### config.mk
export PLATFORM = sky130hd
export DESIGN_NAME = phase_pwm_top
export DESIGN_NICKNAME = d
export VERILOG_FILES = /design/src/rtl/pwm_seq_pkg.sv /design/src/rtl/pwm_cfg_timer.sv /design/src/rtl/pwm_gate_decode.sv /design/src/rtl/phase_pwm_top.sv
export SDC_FILE = /design/constraint.sdc
export NUM_CORES = 1
export LEC_CHECK = 0
export BUFFER_PORTS_ARGS = -buffer_cell sky130_fd_sc_hd__buf_4
export CAP_MARGIN = 30
export CORE_AREA = 2 2 132 134
export CTS_CLUSTER_SIZE = 10
export DETAILED_ROUTE_END_ITERATION = 12
export DIE_AREA = 0 0 134 136
export HOLD_SLACK_MARGIN = 0.15
export PLACE_DENSITY = 0.77
export SLEW_MARGIN = 20
export SYNTH_ARGS = -nofsm -noshare
export SYNTH_HDL_FRONTEND = slang
export SYNTH_HIERARCHICAL = 1
export SYNTH_SLANG_ARGS = --single-unit
### constraint.sdc
create_clock -name clk -period 17.9 [get_ports clk]
set_clock_uncertainty 0.2 [all_clocks]
set_input_delay 1.79 -clock clk [delete_from_list [all_inputs] [get_ports clk]]
set_output_delay 1.79 -clock clk [all_outputs]
set_load 0.005 [all_outputs]
### src/rtl/pwm_seq_pkg.sv
package pwm_seq_pkg;

    localparam int unsigned CNT_W    = 16;
    localparam int unsigned MIN_PER  = 2;
    localparam int unsigned N_TWIN   = 2;

    typedef logic [CNT_W-1:0] cnt_t;
    typedef logic [CNT_W:0]   sum_t;

    typedef struct packed {
        cnt_t per;
        cnt_t on_a;
        cnt_t on_b;
    } pwm_cfg_t;

    // clamp period to the minimum and both duties to the period
    function automatic pwm_cfg_t sanitize(input pwm_cfg_t raw);
        pwm_cfg_t c;
        c.per  = (raw.per < cnt_t'(MIN_PER)) ? cnt_t'(MIN_PER) : raw.per;
        c.on_a = (raw.on_a > c.per) ? c.per : raw.on_a;
        c.on_b = (raw.on_b > c.per) ? c.per : raw.on_b;
        return c;
    endfunction

    // length of channel B's on-time that spills past the period end
    function automatic cnt_t spill(input pwm_cfg_t c);
        sum_t total;
        sum_t excess;
        total  = {1'b0, c.on_a} + {1'b0, c.on_b};
        excess = total - {1'b0, c.per};
        return (total > {1'b0, c.per}) ? excess[CNT_W-1:0] : '0;
    endfunction

endpackage

### src/rtl/pwm_cfg_timer.sv
module pwm_cfg_timer
    import pwm_seq_pkg::*;
(
    input  logic     clk,
    input  logic     rst,
    input  logic     en,
    input  pwm_cfg_t cfg_in,
    output logic     run,
    output cnt_t     cnt,
    output pwm_cfg_t cfg_act,
    output cnt_t     carry_len,
    output logic     pstart
);

    pwm_cfg_t cfg_new;
    logic     last_cyc;

    always_comb begin
        cfg_new  = sanitize(cfg_in);
        last_cyc = (cnt == (cfg_act.per - cnt_t'(1)));
    end

    always_ff @(posedge clk) begin
        if (rst || !en) begin
            run       <= 1'b0;
            cnt       <= '0;
            cfg_act   <= '0;
            carry_len <= '0;
        end else if (!run) begin
            // first period: spill taken from the values being loaded
            run       <= 1'b1;
            cnt       <= '0;
            cfg_act   <= cfg_new;
            carry_len <= spill(cfg_new);
        end else if (last_cyc) begin
            cnt       <= '0;
            cfg_act   <= cfg_new;
            carry_len <= spill(cfg_act);
        end else begin
            cnt       <= cnt + cnt_t'(1);
        end
    end

    assign pstart = run && (cnt == '0);

endmodule

### src/rtl/pwm_gate_decode.sv
module pwm_gate_decode
    import pwm_seq_pkg::*;
#(
    parameter int unsigned TWINS = N_TWIN
) (
    input  logic             run,
    input  cnt_t             cnt,
    input  pwm_cfg_t         cfg_act,
    input  cnt_t             carry_len,
    output logic [TWINS-1:0] gate_a,
    output logic             gate_b
);

    sum_t end_b;
    logic b_main;
    logic b_wrap;

    for (genvar g = 0; g < TWINS; g++) begin : g_twin
        assign gate_a[g] = run && (cnt < cfg_act.on_a);
    end

    always_comb begin
        end_b  = {1'b0, cfg_act.on_a} + {1'b0, cfg_act.on_b};
        b_main = (cnt >= cfg_act.on_a) && ({1'b0, cnt} < end_b);
        b_wrap = (cnt < carry_len);
        gate_b = run && (b_main || b_wrap);
    end

endmodule

### src/rtl/phase_pwm_top.sv
module phase_pwm_top
    import pwm_seq_pkg::*;
(
    input  logic             clk,
    input  logic             rst,
    input  logic             en,
    input  logic [CNT_W-1:0] period_len,
    input  logic [CNT_W-1:0] duty_a,
    input  logic [CNT_W-1:0] duty_b,
    input  logic             indep_duty,
    output logic             gate_a0,
    output logic             gate_a1,
    output logic             gate_b,
    output logic             period_start
);

    pwm_cfg_t           cfg_in;
    pwm_cfg_t           cfg_act;
    cnt_t               cnt;
    cnt_t               carry_len;
    logic               run;
    logic [N_TWIN-1:0]  gate_a;
    cnt_t               act_on_b;

    always_comb begin
        cfg_in.per  = period_len;
        cfg_in.on_a = duty_a;
        cfg_in.on_b = indep_duty ? duty_b : duty_a;
    end

    pwm_cfg_timer u_timer (
        .clk       (clk),
        .rst       (rst),
        .en        (en),
        .cfg_in    (cfg_in),
        .run       (run),
        .cnt       (cnt),
        .cfg_act   (cfg_act),
        .carry_len (carry_len),
        .pstart    (period_start)
    );

    pwm_gate_decode #(.TWINS(N_TWIN)) u_decode (
        .run       (run),
        .cnt       (cnt),
        .cfg_act   (cfg_act),
        .carry_len (carry_len),
        .gate_a    (gate_a),
        .gate_b    (gate_b)
    );

    assign gate_a0  = gate_a[0];
    assign gate_a1  = gate_a[1];
    assign act_on_b = cfg_act.on_b;

endmodule

==> impl_results.md, run 1 <==
- Mean post-synth cell area: 8.00 sq um
- Clock Latency Late Sink: 0.35 ns
- Reg-to-reg slack, setup: 12.16 ns
- Status: complete, no violations
- P_leak: 4.92 nW
- Vias in the first global route: 8,650
- Die X: 134 microns
- Drt initial violations: 790
- Net Count, Synth: 1,451
- Worst EP arrival: 9.18 ns
- Fin crit share: 51.3%
- Root Buffer: clkbuf_16
- Drt first pass iters: 5
- Congestion Overflow GR: 0
- Crit path max fanout: 17
- Routed Antenna Nets: 0
- Hold Crit Class: flop to flop
- Top Ports: 56
- Max Buffers Root-to-Sink: 2
- Critical path start-end classification: input pin to flop
- Total Wirelength: 28.4 mm
- Post-DP HPWL: 22.8 mm
- Die ar.: 18,200 sq um
- Max-slew headroom: 34.2%
- Clk slew on worst S/H paths: 0.06 ns
- Placer congestion estimate: 0.966
- M3 GR Usage: 4.03%
- Worst Reg2Reg Path Length in Cells: 18
- Worst setup path start: period_len[14]
- Crit Reg-Reg Endpoint: u_timer/carry_len[14]$_SDFFE_PN0P_
- Die H: 136 microns
- IO buf count: 55
- Sequential share of the synthesized area: 16.4%
- GR Util met1: 40.1%
- Remaining routing DRC violations: 0
- First-pass GRT wire length: 44.4 mm
- Routed vias/inst: 6.18
- CTS tree: done
- Setup TNS: 0 ns
- Critical-path top delay cell: o21bai_2
- Area fraction of the dominant cell type after synthesis: 20.4%
- Post_cts resized: 0
- Final Setup Violations: 0
- Data required, critical path: 17.90 ns
- Area grow syn2layout: 8.49%
- Peak supply drop: 56.4 uV
- Post-synth EDFFs: 0
- Hold_buf cts: 0
- Layout net count: 1,485
- Worst-Margin Slew: 0.963 ns
- Max Cap Viol: 0
- Netlist Area Pre-Place: 9860 sq um
- Top post-synthesis cells by area: ha_1 (20%), dfxtp_1 (16%), nor2_1 (5.2%)
- CP Capture Type: flop
- Core Area: 16,900 sq um
- Global route hottest layer: met2
- Fin crit period: 9.18 ns
- End of the worst hold path: u_timer/carry_len[9]$_SDFFE_PN0P_
- Max Slew Vio Count: 0
- Starting Density: 58.4%
- Inserted Clock Buffers: 9
- F_max: 109 MHz
- Share of cells above drive strength 1: 12.0%
- Routed wire per std cell: 19.0 microns
- #FFs+latches synth: 81
- ANT cells: 0
- Initial antenna violation count: 0
- Distinct cell type count after synthesis: 78
- Global Route met2 Usage: 53.3%
- GRT Overall Usage: 31.2%
- RSZ-0062 raised after global routing: no
- Max incr delay on CP: 0.67 ns
- H-tree depth: 3
- Final Hold Fails: 0
- Area leader, netlist: ha_1
- Hold WS: 0.271 ns
- Clock sink count: 81
- Yosys warning count: 6
- Main synth FF type: dfxtp_1
- Rows: 48
- Hold path depth: 2
- Cell Pwr Density: 82.7 nW/um^2
- FFs w/ async S/R, synth: 0%
- Routed vias: 9,246
- Reg2Reg Launch Point: u_timer/cfg_act[17]$_SDFFE_PN0P_
- Setup bufs post-CTS: 0
- Hold path start: u_timer/carry_len[9]$_SDFFE_PN0P_
- Largest net degree at the start of global routing: 77
- Cell count after synthesis: 1,233
- Critical Path Source Type: input pin
[layout make-up]
type	count	area, sq um
tap	225	282
fill	1447	6180
multi-input combinational	1007	7630
clock inverter	6	91.3
inverter	110	413
sequential	81	1620
timing repair buffer	58	435
clock buffer	9	225
[power by group]
group	internal, mW	switching [mW]
sequential	0.194	0.0146
combinational	0.200	0.274
clock	0.122	0.0803
[worst max-delay path: cells and delay by family]
kind	cells	cell delay [ns]
buffers and inverters	5	0.68
adders and majority gates	4	1.33
xor gates and xnor gates	1	0.12
and+or+nand+nor	10	1.88
AOI/OAI and AO/OA	14	3.39
[worst max path at each step]
stage | end | slack, ns | cells after the start
floorplan | u_timer/carry_len[10]$_SDFFE_PN0P_ | 9.66 | 34
global placement | u_timer/carry_len[2]$_SDFFE_PN0P_ | 8.60 | 34
detailed placement | u_timer/carry_len[2]$_SDFFE_PN0P_ | 8.42 | 34
CTS | u_timer/carry_len[15]$_SDFFE_PN0P_ | 8.76 | 34
global route | u_timer/carry_len[2]$_SDFFE_PN0P_ | 8.00 | 32
finish | u_timer/carry_len[15]$_SDFFE_PN0P_ | 8.72 | 34
[layer usage]
layer  routed length [microns]  vias to the layer above
li1                          -                     4502
met1                     12300                     4302
met3                      1970                       55
met2                     13200                      387
met5                         0                        -
met4                      1040                        0
[cells in the final DEF (no fill, tap or decap), drive strengths merged, types with 13 or more instances in the layout]
cell | Yosys | layout
nand3 | 29 | 29
nand2 | 71 | 71
ha | 161 | 161
a21oi | 94 | 94
nor2 | 137 | 137
o211ai | 17 | 17
buf | 17 | 58
mux2i | 34 | 34
dfxtp | 81 | 81
mux2 | 42 | 42
nor4 | 15 | 15
o21ai | 50 | 50
nor2b | 13 | 13
a21o | 26 | 26
nand4 | 22 | 22
xor2 | 37 | 37
nor3 | 29 | 29
a31oi | 21 | 21
inv | 110 | 112
xnor2 | 55 | 55
[metrics by stage]
step / power [mW] / cells / cell area (sq um) / utilization [%] / setup slack [ns]
floorplan: 0.561 / 1233 / 9860 / - / 9.66
global placement: 0.664 / 1481 / 10400 / 61.5 / 8.60
detailed placement: 0.671 / 1481 / 10400 / 61.5 / 8.42
CTS: 0.875 / 1496 / 10700 / 63.4 / 8.76
global route: 0.943 / 1496 / 10700 / 63.4 / 8.00
finish: 0.885 / 1496 / 10700 / 63.4 / 8.72
[cell usage after synthesis (11+ instances only)]
master / instances
ha_1: 161
mux2i_1: 33
o21ai_0: 50
nor2_1: 137
o21bai_1: 11
nor3_1: 28
nor4_1: 12
mux2_2: 32
inv_1: 110
a21oi_1: 93
xor2_1: 37
clkbuf_1: 18
a21o_1: 25
xnor2_1: 54
nand4_1: 20
and2_1: 11
nand2_1: 71
o21a_1: 12
nand2b_1: 12
nor2b_1: 13
dfxtp_1: 81
a31oi_1: 21
nand3_1: 29
[logic make-up after synthesis]
| group | count (synthesis) | share of synthesized area [%] |
|---|---|---|
| fa+ha+maj | 166 | 21.4 |
| mux | 76 | 8.75 |
| compound gates | 290 | 19.7 |
| buf+inv | 145 | 6.20 |
| simple gates | 383 | 19.3 |
| flops | 81 | 16.4 |
| xor+xnor | 92 | 8.25 |
[state kept, by name, indices dropped and copies added (netlist names)]
name,count
u_timer/cfg_act,48
u_timer/cnt,16
u_timer/run,1
u_timer/carry_len,16
No activity file was read; power rests on OpenSTA's default activity.
==> inputs of run 2 (changes only) <==
CORE_AREA = 2 2 134 136   (was 2 2 132 134)
DIE_AREA = 0 0 136 138   (was 0 0 134 136)
PLACE_DENSITY = 0.78   (was 0.77)
clock period = 7.6 ns   (was 17.9 ns; I/O delays follow)
==> impl_results.md, run 2 (synthesis results as in run 1) <==
- Status: complete, no violations (unchanged)
- Max incr delay on CP: 0.46 ns (was 0.67 ns)
- ANT cells: 0 (unchanged)
- Max Slew Vio Count: 0 (unchanged)
- Top Ports: 56 (unchanged)
- Drt initial violations: 728 (was 790)
- Peak supply drop: 132 uV (was 56.4 uV)
- P_leak: 5.06 nW (was 4.92 nW)
- Root Buffer: clkbuf_16 (unchanged)
- Final Hold Fails: 0 (unchanged)
- Hold_buf cts: 0 (unchanged)
- Commonest non-fill, non-tap cell in the layout: ha_1 (unchanged)
- Remaining routing DRC violations: 0 (unchanged)
- Layout net count: 1,515 (was 1,485)
- Share of cells above drive strength 1: 14.0% (was 12.0%)
- Max Used Layer: met4 (unchanged)
- Top flop regs: u_timer/cfg_act: 48 flops, u_timer/carry_len: 16 flops, u_timer/cnt: 16 flops (unchanged)
- Reg with most FFs: u_timer/cfg_act (unchanged)
- IO buf count: 55 (unchanged)
- Inst Count DP: 1,513 (was 1,481)
- Rows: 49 (was 48)
- Core Area: 17,500 sq um (was 16,900 sq um)
- Total Wirelength: 28.8 mm (was 28.4 mm)
- CP Capture Type: flop (unchanged)
- Most frequent cells in the layout: ha_1 (161), nor2_1 (137), inv_1 (110), a21oi_1 (93), buf_4 (87) (was ha_1 (161), nor2_1 (137), inv_1 (110), a21oi_1 (93), dfxtp_1 (81))
- Die H: 138 microns (was 136 microns)
- Area post-placement: 10,600 sq um (was 10,400 sq um)
- Post-DP HPWL: 23.5 mm (was 22.8 mm)
- Drt first pass iters: 6 (was 5)
- Critical-path top delay cell: nor4_2 (was o21bai_2)
- Critical path start-end classification: input pin to flop (unchanged)
- Routed wire per std cell: 18.8 microns (was 19.0 microns)
- Worst-Margin Slew: 0.853 ns (was 0.963 ns)
- Routed metal-1 wirelength: 12.6 mm (was 12.3 mm)
- Fin area: 10,900 sq um (was 10,700 sq um)
- Max-slew headroom: 41.7% (was 34.2%)
- Largest net degree at the start of global routing: 77 (unchanged)
- Vias in the first global route: 9,082 (was 8,650)
- Cell Pwr Density: 192 nW/um^2 (was 82.7 nW/um^2)
- H-tree depth: 3 (unchanged)
- Routed wl met3: 1.63 mm (was 1.97 mm)
- Fill cells: 1,574 (was 1,447)
- Fin crit period: 7.20 ns
- Starting Density: 56.3% (was 58.4%)
- Die X: 136 microns (was 134 microns)
- Hold Crit Class: flop to flop (unchanged)
- GRT Overall Usage: 31.2% (about the same)
- Met2 wire len: 13.2 mm (about the same)
- Most frequent CP cell: a21oi_1
- Worst EP arrival: 7.22 ns (was 9.18 ns)
- Clock sink count: 81 (unchanged)
- CTS tree: done (unchanged)
- Placer congestion estimate: 0.935 (was 0.966)
- Clock Latency Late Sink: 0.36 ns (was 0.35 ns)
- Clk slew on worst S/H paths: 0.06 ns (about the same)
- Congestion Overflow GR: 0 (unchanged)
- Initial antenna violation count: 0 (unchanged)
- Crit path max fanout: 12 (was 17)
- Register Area: 1620 sq um (unchanged)
- Routed Antenna Nets: 0 (unchanged)
- First-pass GRT wire length: 46.1 mm (was 44.4 mm)
- Fin crit share: 94.8%
- Inserted Clock Buffers: 9 (unchanged)
- Max reg flops: 48 (unchanged)
- F_max: 139 MHz
- Critical Path Source Type: input pin (unchanged)
- Max Cap Viol: 0 (unchanged)
- Data required, critical path: 7.62 ns (was 17.90 ns)
- Area grow syn2layout: 10.8% (was 8.49%)
- Final std cells w/o fill: 1,531 (was 1,496)
- Routed vias/inst: 6.12 (was 6.18)
- Routed vias: 9,365 (was 9,246)
- Max Buffers Root-to-Sink: 2 (unchanged)
- Die ar.: 18,800 sq um (was 18,200 sq um)
- Area used by multi-input combinational logic: 7650 sq um (was 7630 sq um)
- Final Setup Violations: 0 (unchanged)
-- run 2: cell count changes in the layout (fill, tap and decap cells not counted), sizes merged --
cell and change:
bufinv -1, clkbuf +2, inv -2, clkinvlp +1
clkinv +1, buf +30
-- run 2: power breakdown --
group          total (mW)  switching, mW  internal (mW)  leakage (nW)
logic                1.17          0.653          0.513          4.26
clock network       0.441          0.187          0.254         0.139
registers           0.491         0.0349          0.456         0.660
-- run 2: per-stage QoR --
stage          setup slack (ns)  utilization, %  setup TNS [ns]  hold slack, ns  total power [mW]
3_3_place_gp             -0.201            60.4           -1.99           0.250              1.61
4_1_cts                  0.0169            62.1               0           0.267              2.07
5_1_grt               -0.000739            62.3       -0.000739           0.285              2.24
3_5_place_dp             -0.303            60.4           -3.32           0.249              1.63
6_report                  0.397            62.3               0           0.265              2.10
2_1_floorplan             0.390               -               0           0.235              1.32
-- run 2: metal layers --
metal	vias up	track usage, %
li1	4566	-
met1	4390	41.6
met2	333	50.1
met3	76	3.63
met4	0	14.5
met5	-	0
-- run 2: what timing repair did --
| action | CTS | global route |
|---|---|---|
| gates resized for setup | 0 | 3 |
| hold endpoints to repair | 0 | 0 |
| buffers inserted | 0 | 0 |
| endpoints found under the setup margin | 0 | 16 |
-- run 2: final timing paths --
path,endpoint,from,cells after the start,slack [ns]
setup / recovery,u_timer/carry_len[15]$_SDFFE_PN0P_,period_len[4],32,0.40
hold / removal,u_timer/carry_len[5]$_SDFFE_PN0P_,u_timer/carry_len[5]$_SDFFE_PN0P_,2,0.27
setup reg to reg,u_timer/carry_len[14]$_SDFFE_PN0P_,u_timer/cfg_act[1]$_SDFFE_PN0P_,18,2.02
hold reg to reg,u_timer/carry_len[5]$_SDFFE_PN0P_,u_timer/carry_len[5]$_SDFFE_PN0P_,2,0.27
-- run 2: layout make-up --
| type | count | share of cell area (%) |
|---|---|---|
| Tap cell | 229 | 2.62 |
| Inverter | 110 | 3.78 |
| Multi-Input combinational cell | 1007 | 70.0 |
| Sequential cell | 81 | 14.8 |
| Timing Repair Buffer | 88 | 6.16 |
| Clock inverter | 5 | 0.515 |
| Clock buffer | 11 | 2.13 |
-- run 2: critical path, delay by kind of cell --
| family | cells | cell delay [ns] |
|---|---|---|
| simple gates | 9 | 1.52 |
| xor+xnor | 1 | 0.14 |
| compound gates | 16 | 3.57 |
| fa+ha+maj | 3 | 0.85 |
| buf+inv | 3 | 0.35 |
